==> src/rtl/bmdma_pkg.sv <==
package bmdma_pkg;

    // Bus geometry
    localparam int REG_W   = 32;
    localparam int BYTE_W  = 8;
    localparam int LANES   = REG_W / BYTE_W;
    localparam int ALIGN_W = 2;

    // Byte lanes inside the low dword
    localparam int LANE_CMD  = 0;
    localparam int LANE_SCR1 = 1;
    localparam int LANE_STAT = 2;
    localparam int LANE_SCR3 = 3;

    // Command byte bit positions
    localparam int CMD_GO  = 0;
    localparam int CMD_DIR = 3;

    // Status byte bit positions
    localparam int ST_ACT  = 0;
    localparam int ST_ERR  = 1;
    localparam int ST_IRQ  = 2;
    localparam int ST_CAP0 = 5;
    localparam int ST_CAP1 = 6;

    typedef struct packed {
        logic              start;
        logic              to_mem;
        logic [BYTE_W-1:0] scr1;
        logic [BYTE_W-1:0] scr3;
        logic [REG_W-1:0]  ptr;
    } cmd_state_t;

    typedef struct packed {
        logic       act;
        logic       err;
        logic       irq;
        logic [1:0] cap;
    } stat_state_t;

endpackage

==> src/rtl/bmdma_cmd_path.sv <==
module bmdma_cmd_path
    import bmdma_pkg::*;
(
    input  logic             clk,
    input  logic             rst_n,
    input  logic             wr_lo,
    input  logic             wr_hi,
    input  logic [LANES-1:0] be,
    input  logic [REG_W-1:0] wdata,
    input  logic             act,
    output logic             start_req,
    output logic             abort_req,
    output logic             cmd_start,
    output logic             cmd_to_mem,
    output logic [BYTE_W-1:0] scr1,
    output logic [BYTE_W-1:0] scr3,
    output logic [REG_W-1:0] ptr
);

    cmd_state_t q, d;
    logic       cmd_hit;
    logic       go_bit;

    always_comb begin
        d         = q;
        cmd_hit   = wr_lo && be[LANE_CMD];
        go_bit    = wdata[LANE_CMD*BYTE_W + CMD_GO];
        start_req = cmd_hit && go_bit && !act;
        abort_req = cmd_hit && !go_bit;

        // A go request while running is dropped as a whole write
        if (cmd_hit && !(go_bit && act)) begin
            d.start  = go_bit;
            d.to_mem = wdata[LANE_CMD*BYTE_W + CMD_DIR];
        end
        if (wr_lo && be[LANE_SCR1]) begin
            d.scr1 = wdata[LANE_SCR1*BYTE_W +: BYTE_W];
        end
        if (wr_lo && be[LANE_SCR3]) begin
            d.scr3 = wdata[LANE_SCR3*BYTE_W +: BYTE_W];
        end
        for (int k = 0; k < LANES; k++) begin
            if (wr_hi && be[k]) begin
                d.ptr[k*BYTE_W +: BYTE_W] = wdata[k*BYTE_W +: BYTE_W];
            end
        end
        d.ptr[ALIGN_W-1:0] = '0;
    end

    always_ff @(posedge clk or negedge rst_n) begin
        if (!rst_n) begin
            q <= '0;
        end else begin
            q <= d;
        end
    end

    assign cmd_start  = q.start;
    assign cmd_to_mem = q.to_mem;
    assign scr1       = q.scr1;
    assign scr3       = q.scr3;
    assign ptr        = q.ptr;

endmodule

==> src/rtl/bmdma_stat_path.sv <==
module bmdma_stat_path
    import bmdma_pkg::*;
(
    input  logic       clk,
    input  logic       rst_n,
    input  logic       start_req,
    input  logic       abort_req,
    input  logic       stat_hit,
    input  logic       clr_err,
    input  logic       clr_irq,
    input  logic [1:0] cap_wval,
    input  logic       eng_done,
    input  logic       eng_err,
    output logic       act,
    output logic       err,
    output logic       irq,
    output logic [1:0] cap,
    output logic       good
);

    stat_state_t q, d;

    always_comb begin
        d = q;
        if (start_req) begin
            d.act = 1'b1;
        end
        if (abort_req) begin
            d.act = 1'b0;
        end
        if (stat_hit) begin
            if (clr_err) begin
                d.err = 1'b0;
            end
            if (clr_irq) begin
                d.irq = 1'b0;
            end
            d.cap = cap_wval;
        end
        // Engine events only count while running; they override host clears
        if (q.act && eng_err) begin
            d.err = 1'b1;
            d.irq = 1'b1;
            d.act = 1'b0;
        end else if (q.act && eng_done) begin
            d.irq = 1'b1;
            d.act = 1'b0;
        end
    end

    always_ff @(posedge clk or negedge rst_n) begin
        if (!rst_n) begin
            q <= '0;
        end else begin
            q <= d;
        end
    end

    assign act  = q.act;
    assign err  = q.err;
    assign irq  = q.irq;
    assign cap  = q.cap;
    assign good = q.irq && !q.err && !q.act;

endmodule

==> src/rtl/bmdma_rd_mux.sv <==
module bmdma_rd_mux
    import bmdma_pkg::*;
(
    input  logic              sel_hi,
    input  logic              cmd_start,
    input  logic              cmd_to_mem,
    input  logic [BYTE_W-1:0] scr1,
    input  logic [BYTE_W-1:0] scr3,
    input  logic              act,
    input  logic              err,
    input  logic              irq,
    input  logic [1:0]        cap,
    input  logic [REG_W-1:0]  ptr,
    output logic [REG_W-1:0]  rdata
);

    logic [BYTE_W-1:0] cmd_byte;
    logic [BYTE_W-1:0] stat_byte;
    logic [REG_W-1:0]  lo_word;

    always_comb begin
        cmd_byte           = '0;
        cmd_byte[CMD_GO]   = cmd_start;
        cmd_byte[CMD_DIR]  = cmd_to_mem;
        stat_byte          = '0;
        stat_byte[ST_ACT]  = act;
        stat_byte[ST_ERR]  = err;
        stat_byte[ST_IRQ]  = irq;
        stat_byte[ST_CAP0] = cap[0];
        stat_byte[ST_CAP1] = cap[1];
        lo_word                               = '0;
        lo_word[LANE_CMD*BYTE_W  +: BYTE_W]   = cmd_byte;
        lo_word[LANE_SCR1*BYTE_W +: BYTE_W]   = scr1;
        lo_word[LANE_STAT*BYTE_W +: BYTE_W]   = stat_byte;
        lo_word[LANE_SCR3*BYTE_W +: BYTE_W]   = scr3;
        rdata = sel_hi ? ptr : lo_word;
    end

endmodule

==> src/rtl/bmdma_ctrl.sv <==
module bmdma_ctrl
    import bmdma_pkg::*;
(
    input  logic             clk,
    input  logic             rst_n,
    input  logic             reg_sel,
    input  logic             reg_wr,
    input  logic [LANES-1:0] reg_be,
    input  logic [REG_W-1:0] reg_wdata,
    output logic [REG_W-1:0] reg_rdata,
    output logic             eng_run,
    output logic             eng_to_mem,
    output logic [REG_W-1:0] eng_table_base,
    input  logic             eng_done,
    input  logic             eng_err,
    output logic             irq,
    output logic             xfer_good
);

    logic              wr_lo, wr_hi;
    logic              start_req, abort_req;
    logic              cmd_start, cmd_to_mem;
    logic [BYTE_W-1:0] scr1, scr3;
    logic [REG_W-1:0]  ptr;
    logic              st_act, st_err, st_irq;
    logic [1:0]        st_cap;
    logic              stat_hit;

    assign wr_lo    = reg_wr && !reg_sel;
    assign wr_hi    = reg_wr && reg_sel;
    assign stat_hit = wr_lo && reg_be[LANE_STAT];

    bmdma_cmd_path u_cmd (
        .clk        (clk),
        .rst_n      (rst_n),
        .wr_lo      (wr_lo),
        .wr_hi      (wr_hi),
        .be         (reg_be),
        .wdata      (reg_wdata),
        .act        (st_act),
        .start_req  (start_req),
        .abort_req  (abort_req),
        .cmd_start  (cmd_start),
        .cmd_to_mem (cmd_to_mem),
        .scr1       (scr1),
        .scr3       (scr3),
        .ptr        (ptr)
    );

    bmdma_stat_path u_stat (
        .clk       (clk),
        .rst_n     (rst_n),
        .start_req (start_req),
        .abort_req (abort_req),
        .stat_hit  (stat_hit),
        .clr_err   (reg_wdata[LANE_STAT*BYTE_W + ST_ERR]),
        .clr_irq   (reg_wdata[LANE_STAT*BYTE_W + ST_IRQ]),
        .cap_wval  ({reg_wdata[LANE_STAT*BYTE_W + ST_CAP1],
                     reg_wdata[LANE_STAT*BYTE_W + ST_CAP0]}),
        .eng_done  (eng_done),
        .eng_err   (eng_err),
        .act       (st_act),
        .err       (st_err),
        .irq       (st_irq),
        .cap       (st_cap),
        .good      (xfer_good)
    );

    bmdma_rd_mux u_rd (
        .sel_hi     (reg_sel),
        .cmd_start  (cmd_start),
        .cmd_to_mem (cmd_to_mem),
        .scr1       (scr1),
        .scr3       (scr3),
        .act        (st_act),
        .err        (st_err),
        .irq        (st_irq),
        .cap        (st_cap),
        .ptr        (ptr),
        .rdata      (reg_rdata)
    );

    assign eng_run        = st_act;
    assign eng_to_mem     = cmd_to_mem;
    assign eng_table_base = ptr;
    assign irq            = st_irq;

endmodule

==> config.mk <==
export PLATFORM = sky130hd
export DESIGN_NAME = bmdma_ctrl
export DESIGN_NICKNAME = d
export VERILOG_FILES = /design/src/rtl/bmdma_pkg.sv /design/src/rtl/bmdma_cmd_path.sv /design/src/rtl/bmdma_stat_path.sv /design/src/rtl/bmdma_rd_mux.sv /design/src/rtl/bmdma_ctrl.sv
export SDC_FILE = /design/constraint.sdc
export NUM_CORES = 1
export LEC_CHECK = 0
export BUFFER_PORTS_ARGS = -buffer_cell sky130_fd_sc_hd__buf_2
export CAP_MARGIN = 20
export CORE_ASPECT_RATIO = 2
export CORE_MARGIN = 2
export CORE_UTILIZATION = 47
export DETAILED_ROUTE_END_ITERATION = 10
export GPL_TIMING_DRIVEN = 0
export MAX_ROUTING_LAYER = met4
export PLACE_DENSITY = 0.77
export SLEW_MARGIN = 20
export SYNTH_ARGS = -nofsm -noshare
export SYNTH_HDL_FRONTEND = slang
export SYNTH_SLANG_ARGS = --single-unit
==> constraint.sdc <==
create_clock -name clk -period 1.5 [get_ports clk]
set_clock_uncertainty 0.15 [all_clocks]
set_input_delay 0.3 -clock clk [delete_from_list [all_inputs] [get_ports clk]]
set_output_delay 0.3 -clock clk [all_outputs]
set_load 0.02 [all_outputs]
; ---- Yosys cells after proc, flatten, opt, wreduce, memory -nomap -nowiden
; Cells that the tools add are included.
[op_classes]
n_mux = 11
reduce_logical = 31
[ops]
columns = op, n
row1 = $mux W32, 1
row2 = $logic_and A1 B1 Y1, 19
row3 = $mux W1, 9
row4 = $reduce_bool A3 Y1, 2
row5 = $logic_not A1 Y1, 5
row6 = $mux W4, 1
row7 = $reduce_and A2 Y1, 2
row8 = $reduce_bool A2 Y1, 2
row9 = $reduce_bool A4 Y1, 1
[totals]
regBits = 53
out_inout_bits = 68

; ---- Depth between registers and ports, before layout
[logic_depth]
word_depth = 9
depth_mapped = 4

; ---- Cells and area by module
; A second synthesis with hierarchy kept.
[hier_totals]
cells_unflattened = 164
hier_area_um2 = 2382.3
[by_module_without_submodules]
columns = mod, n_inst, cells_each, area_per_inst_um2
row1 = bmdma_cmd_path, 1, 110, 1815.5
row2 = bmdma_rd_mux, 1, 35, 335.3
row3 = bmdma_stat_path, 1, 16, 205.2
row4 = bmdma_ctrl, 1, 3, 26.3

; ---- Least setup slack after synthesis
; Ideal clock, no wire load.
[synth_path]
path_type = input to output
startpoint = input reg_sel
endpoint = output reg_rdata[24]
arrival_ps = 1063
path_slack_ps = -13
path_stages = 3
n_path_buf = 2
path_cell_list = buf_4 clkbuf_1 mux2_2
[synth_via]
elab_chain_len = 1
[synth_rtl]
columns = element, line_no
row1 = "start, declared", bmdma_ctrl.sv:6  ; input logic reg_sel,
row2 = $mux W32, bmdma_rd_mux.sv:36  ; rdata = sel_hi ? ptr : lo_word;
row3 = "end, declared", bmdma_ctrl.sv:10  ; output logic [REG_W-1:0] reg_rdata,
; Every way passes these cells.

; ---- Worst setup path after layout
[layout_path]
startpoint = register u_stat.q (netlist bit u_stat.act)
endpoint = output reg_rdata[16]
[layout_via]
elab_chain_len = 1
[layout_rtl]
columns = element, line_no
row1 = "start, declared", bmdma_stat_path.sv:21  ; stat_state_t q, d;
row2 = "start signal, assigned", bmdma_stat_path.sv:53  ; q <= '0;
row3 = "start signal, assigned", bmdma_stat_path.sv:55  ; q <= d;
row4 = $mux W32, bmdma_rd_mux.sv:36
; Every way passes these cells.

==> flow_summary.toml <==
[clock_network]
cts_tree = "built"
path_clk_slew_ns = 0.10
clkLatencyLatePin_ns = 0.31
tritoncts.num_buffers = 5
cts-root-buf = "clkbuf_8"
htree_levels = 2
clock_path_buffers = 2
cts.sinks = 53

[place]
dpl.cell_count = 329
gp_congestion = 0.7891
place.port_buffers = 104
hpwlAfterDp_mm = 4.131
pre_cts_ws_ns = -0.3603

[setup_path]
r2r_setup_slack_ns = 0.14
cp_max_fo = 4
reg2reg_from = "u_stat.act$_DFFE_PN0P_"
crit_buf_inv = 1
reg2reg_depth = 3
cpPeakStageDelay_ns = 0.45
crit_chain = "mux2_4 -> buf_6"
critical_path_class = "flop to output port"
cp-startpoint = "u_stat.act$_DFFE_PN0P_"
critPathArrivalTime_ns = 1.17
rr_endpoint = "u_cmd.cmd_to_mem$_DFFE_PN0P_"
path_delay_family = "flip-flops"
cp-end-kind = "output port"
crit_required_ns = 1.05
cp_slowest_cell = "dfrtp_2"
startpoint_type = "flop"

[floorplan]
start_util_pct = 48.40
rows = 37
die_h_um = 106.4
core_um2 = 5092
die_w_um = 55.21
die_area_um2 = 5875
io-pin-count = 110

[drt]
dr.pass1.iters = 4
vias = 1810
drt_first_iter_violations = 43
drt-total-wl_mm = 6.002
wire_per_inst_um = 16.67
vias_per_cell = 5.028
drtAntennaViolNets = 0
drcViolationCount = 0

[status]
violations = "setup timing"
status = "finished with violations"

[synth]
synth_top_area_share_pct = 53.81
yosys_warnings = 0
synth_cells = 165
synthesis.area_um2 = 2465
seq_area_frac_synth_pct = 53.81
yosys.cell_types.count = 26
synth_area_leader_cell = "dfrtp_1"
avgSynthCellArea_um2 = 14.94
yosys-top-cells-area = "dfrtp_1 (54%), mux2_2 (25%), mux2_4 (9.7%)"
ys_seq_elements = 53

[min_path]
hold_path_end = "u_cmd.ptr[4]$_DFFE_PN0P_"
whs_path_depth = 2
hp-class = "primary input to flop"
worstHoldStart = "reg_wdata[4]"

[sta]
finalHoldViolCount = 0
worst_pin_slew_ns = 0.6684
min_period_ns = 1.622
drv_slew = 0
hold_slack_ns = 0.06374
fin_crit_sh_pct = 108.1
setup_viol = 23
clock.fmax_mhz = 616.6
setup_ws_ns = -0.1219
rsz0062_at_grt = "true"
relSlewSlack_pct = 55.44

[grt]
grt_pass1_vias = 1903
grt_pass1_wl_mm = 9.542
grt-ovfl-total = 0
grt_util_all_layers_pct = 21.54
grt_max_degree = 54
antenna_found_initial = 0

[power_and_ir_drop]
p_leak_nw = 1.933
ir_worst_vdd_mv = 0.9363
seq_power_share_pct = 39.0
power.internal_mw = 3.322
power_frac_comb_pct = 41.6
switching_share_pct = 32.45
clockPowerShare_pct = 19.4
powerDensity_nw_per_um2 = 1313
power_switching_mw = 1.595

[finish]
antennaDiodeCount = 0
drive_gt1_share_pct = 76.16
nets = 344
final_core_util_pct = 73.56
syn_to_final_growth_pct = 51.98
instances_no_fill = 360

[run]
max_cap_viol_count = 0
-- cells in the mapped netlist --
master    number
nand3b_4       1
mux2_2        54
nand3_2        3
o22a_1         1
and2b_4        1
nor2_1         2
a22o_1         1
conb_1         1
nand3b_1       1
mux2_4        16
nor3_1         1
a21oi_1        2
dfrtp_1       53
nand2_4        2
clkbuf_1       1
nand2_1        1
o21a_1         1
nand2b_1       1
nor2b_1        1
inv_1          1
buf_2          2
buf_4          5
nand3_1        2
and2_1         8
o21ai_0        2
nor3b_1        1
-- cell families after synthesis --
| family | count (synthesis) | synth area share [%] |
|---|---|---|
| AO/OA/AOI/OAI | 7 | 1.828 |
| buffers and inverters | 9 | 2.233 |
| flip-flops | 53 | 53.81 |
| multiplexers | 70 | 34.42 |
| other | 1 | 0.1521 |
| AND/OR/NAND/NOR | 25 | 7.564 |
-- worst max path at each step --
stage          slack, ns  cells after the start             to
2_1_floorplan     -0.005                      3  reg_rdata[10]
3_3_place_gp       -0.35                      5  reg_rdata[10]
3_5_place_dp       -0.36                      5  reg_rdata[10]
4_1_cts            -0.17                      6  reg_rdata[10]
5_1_grt            -0.16                      2  reg_rdata[16]
6_report           -0.12                      2  reg_rdata[16]
-- repair_timing --
item	4_1_cts	5_1_grt
hold buffers	1	0
endpoints found under the hold margin	53	0
setup endpoints to repair	33	32
resized for setup	78	30
cloned	1	0
pin swaps	0	2
setup buffers	11	12
-- flip-flops by register name, summed over array words and instances (netlist names) --
register,cells
u_cmd.scr3,8
u_stat.act,1
u_stat.irq,1
u_stat.cap,2
u_cmd.ptr,30
u_cmd.cmd_start,1
u_cmd.scr1,8
u_stat.err,1
u_cmd.cmd_to_mem,1
-- layout make-up --
cell class | count | area, µm²
timing repair buffer | 129 | 974.7
sequential | 53 | 1328
clock inverter | 2 | 35.03
inverter | 1 | 3.754
fill | 352 | 1346
multi-input combinational | 105 | 1190
tap | 58 | 72.57
buffer | 7 | 73.82
clock buffer | 5 | 68.82
-- layer usage --
| layer | GRT usage, % | wire length [µm] |
|---|---|---|
| met1 | 23.81 | 2133 |
| met2 | 38.27 | 3488 |
| met3 | 3.771 | 294 |
| met4 | 7.840 | 86 |
| met5 | - | 0 |
-- placed cells by master, fill, tap and decap left out, types with 3 or more instances in the layout --
cell	n
nand3_2	3
mux2_4	35
buf_8	3
and2_4	8
mux2_2	35
buf_6	33
dfrtp_1	52
conb_1	3
buf_2	69
clkbuf_8	6
buf_4	26
-- stage by stage --
stage | area, µm² | TNS, ns | power [mW]
CTS | 3570 | -2.924 | 4.744
global route | 3746 | -2.441 | 5.141
detailed placement | 3074 | -7.343 | 3.465
global placement | 3072 | -6.810 | 3.421
floorplan | 2479 | -0.1081 | 2.910
finish | 3746 | -1.607 | 4.917
-- power by group through the flow --
stage / clock, mW / sequential (mW) / combinational [mW]
floorplan: 0 / 2.12 / 0.789
global placement: 0 / 1.93 / 1.49
detailed placement: 0 / 1.94 / 1.52
CTS: 0.973 / 1.92 / 1.85
global route: 1.02 / 1.96 / 2.16
finish: 0.952 / 1.92 / 2.05
Power figures use the tool's default switching activity.
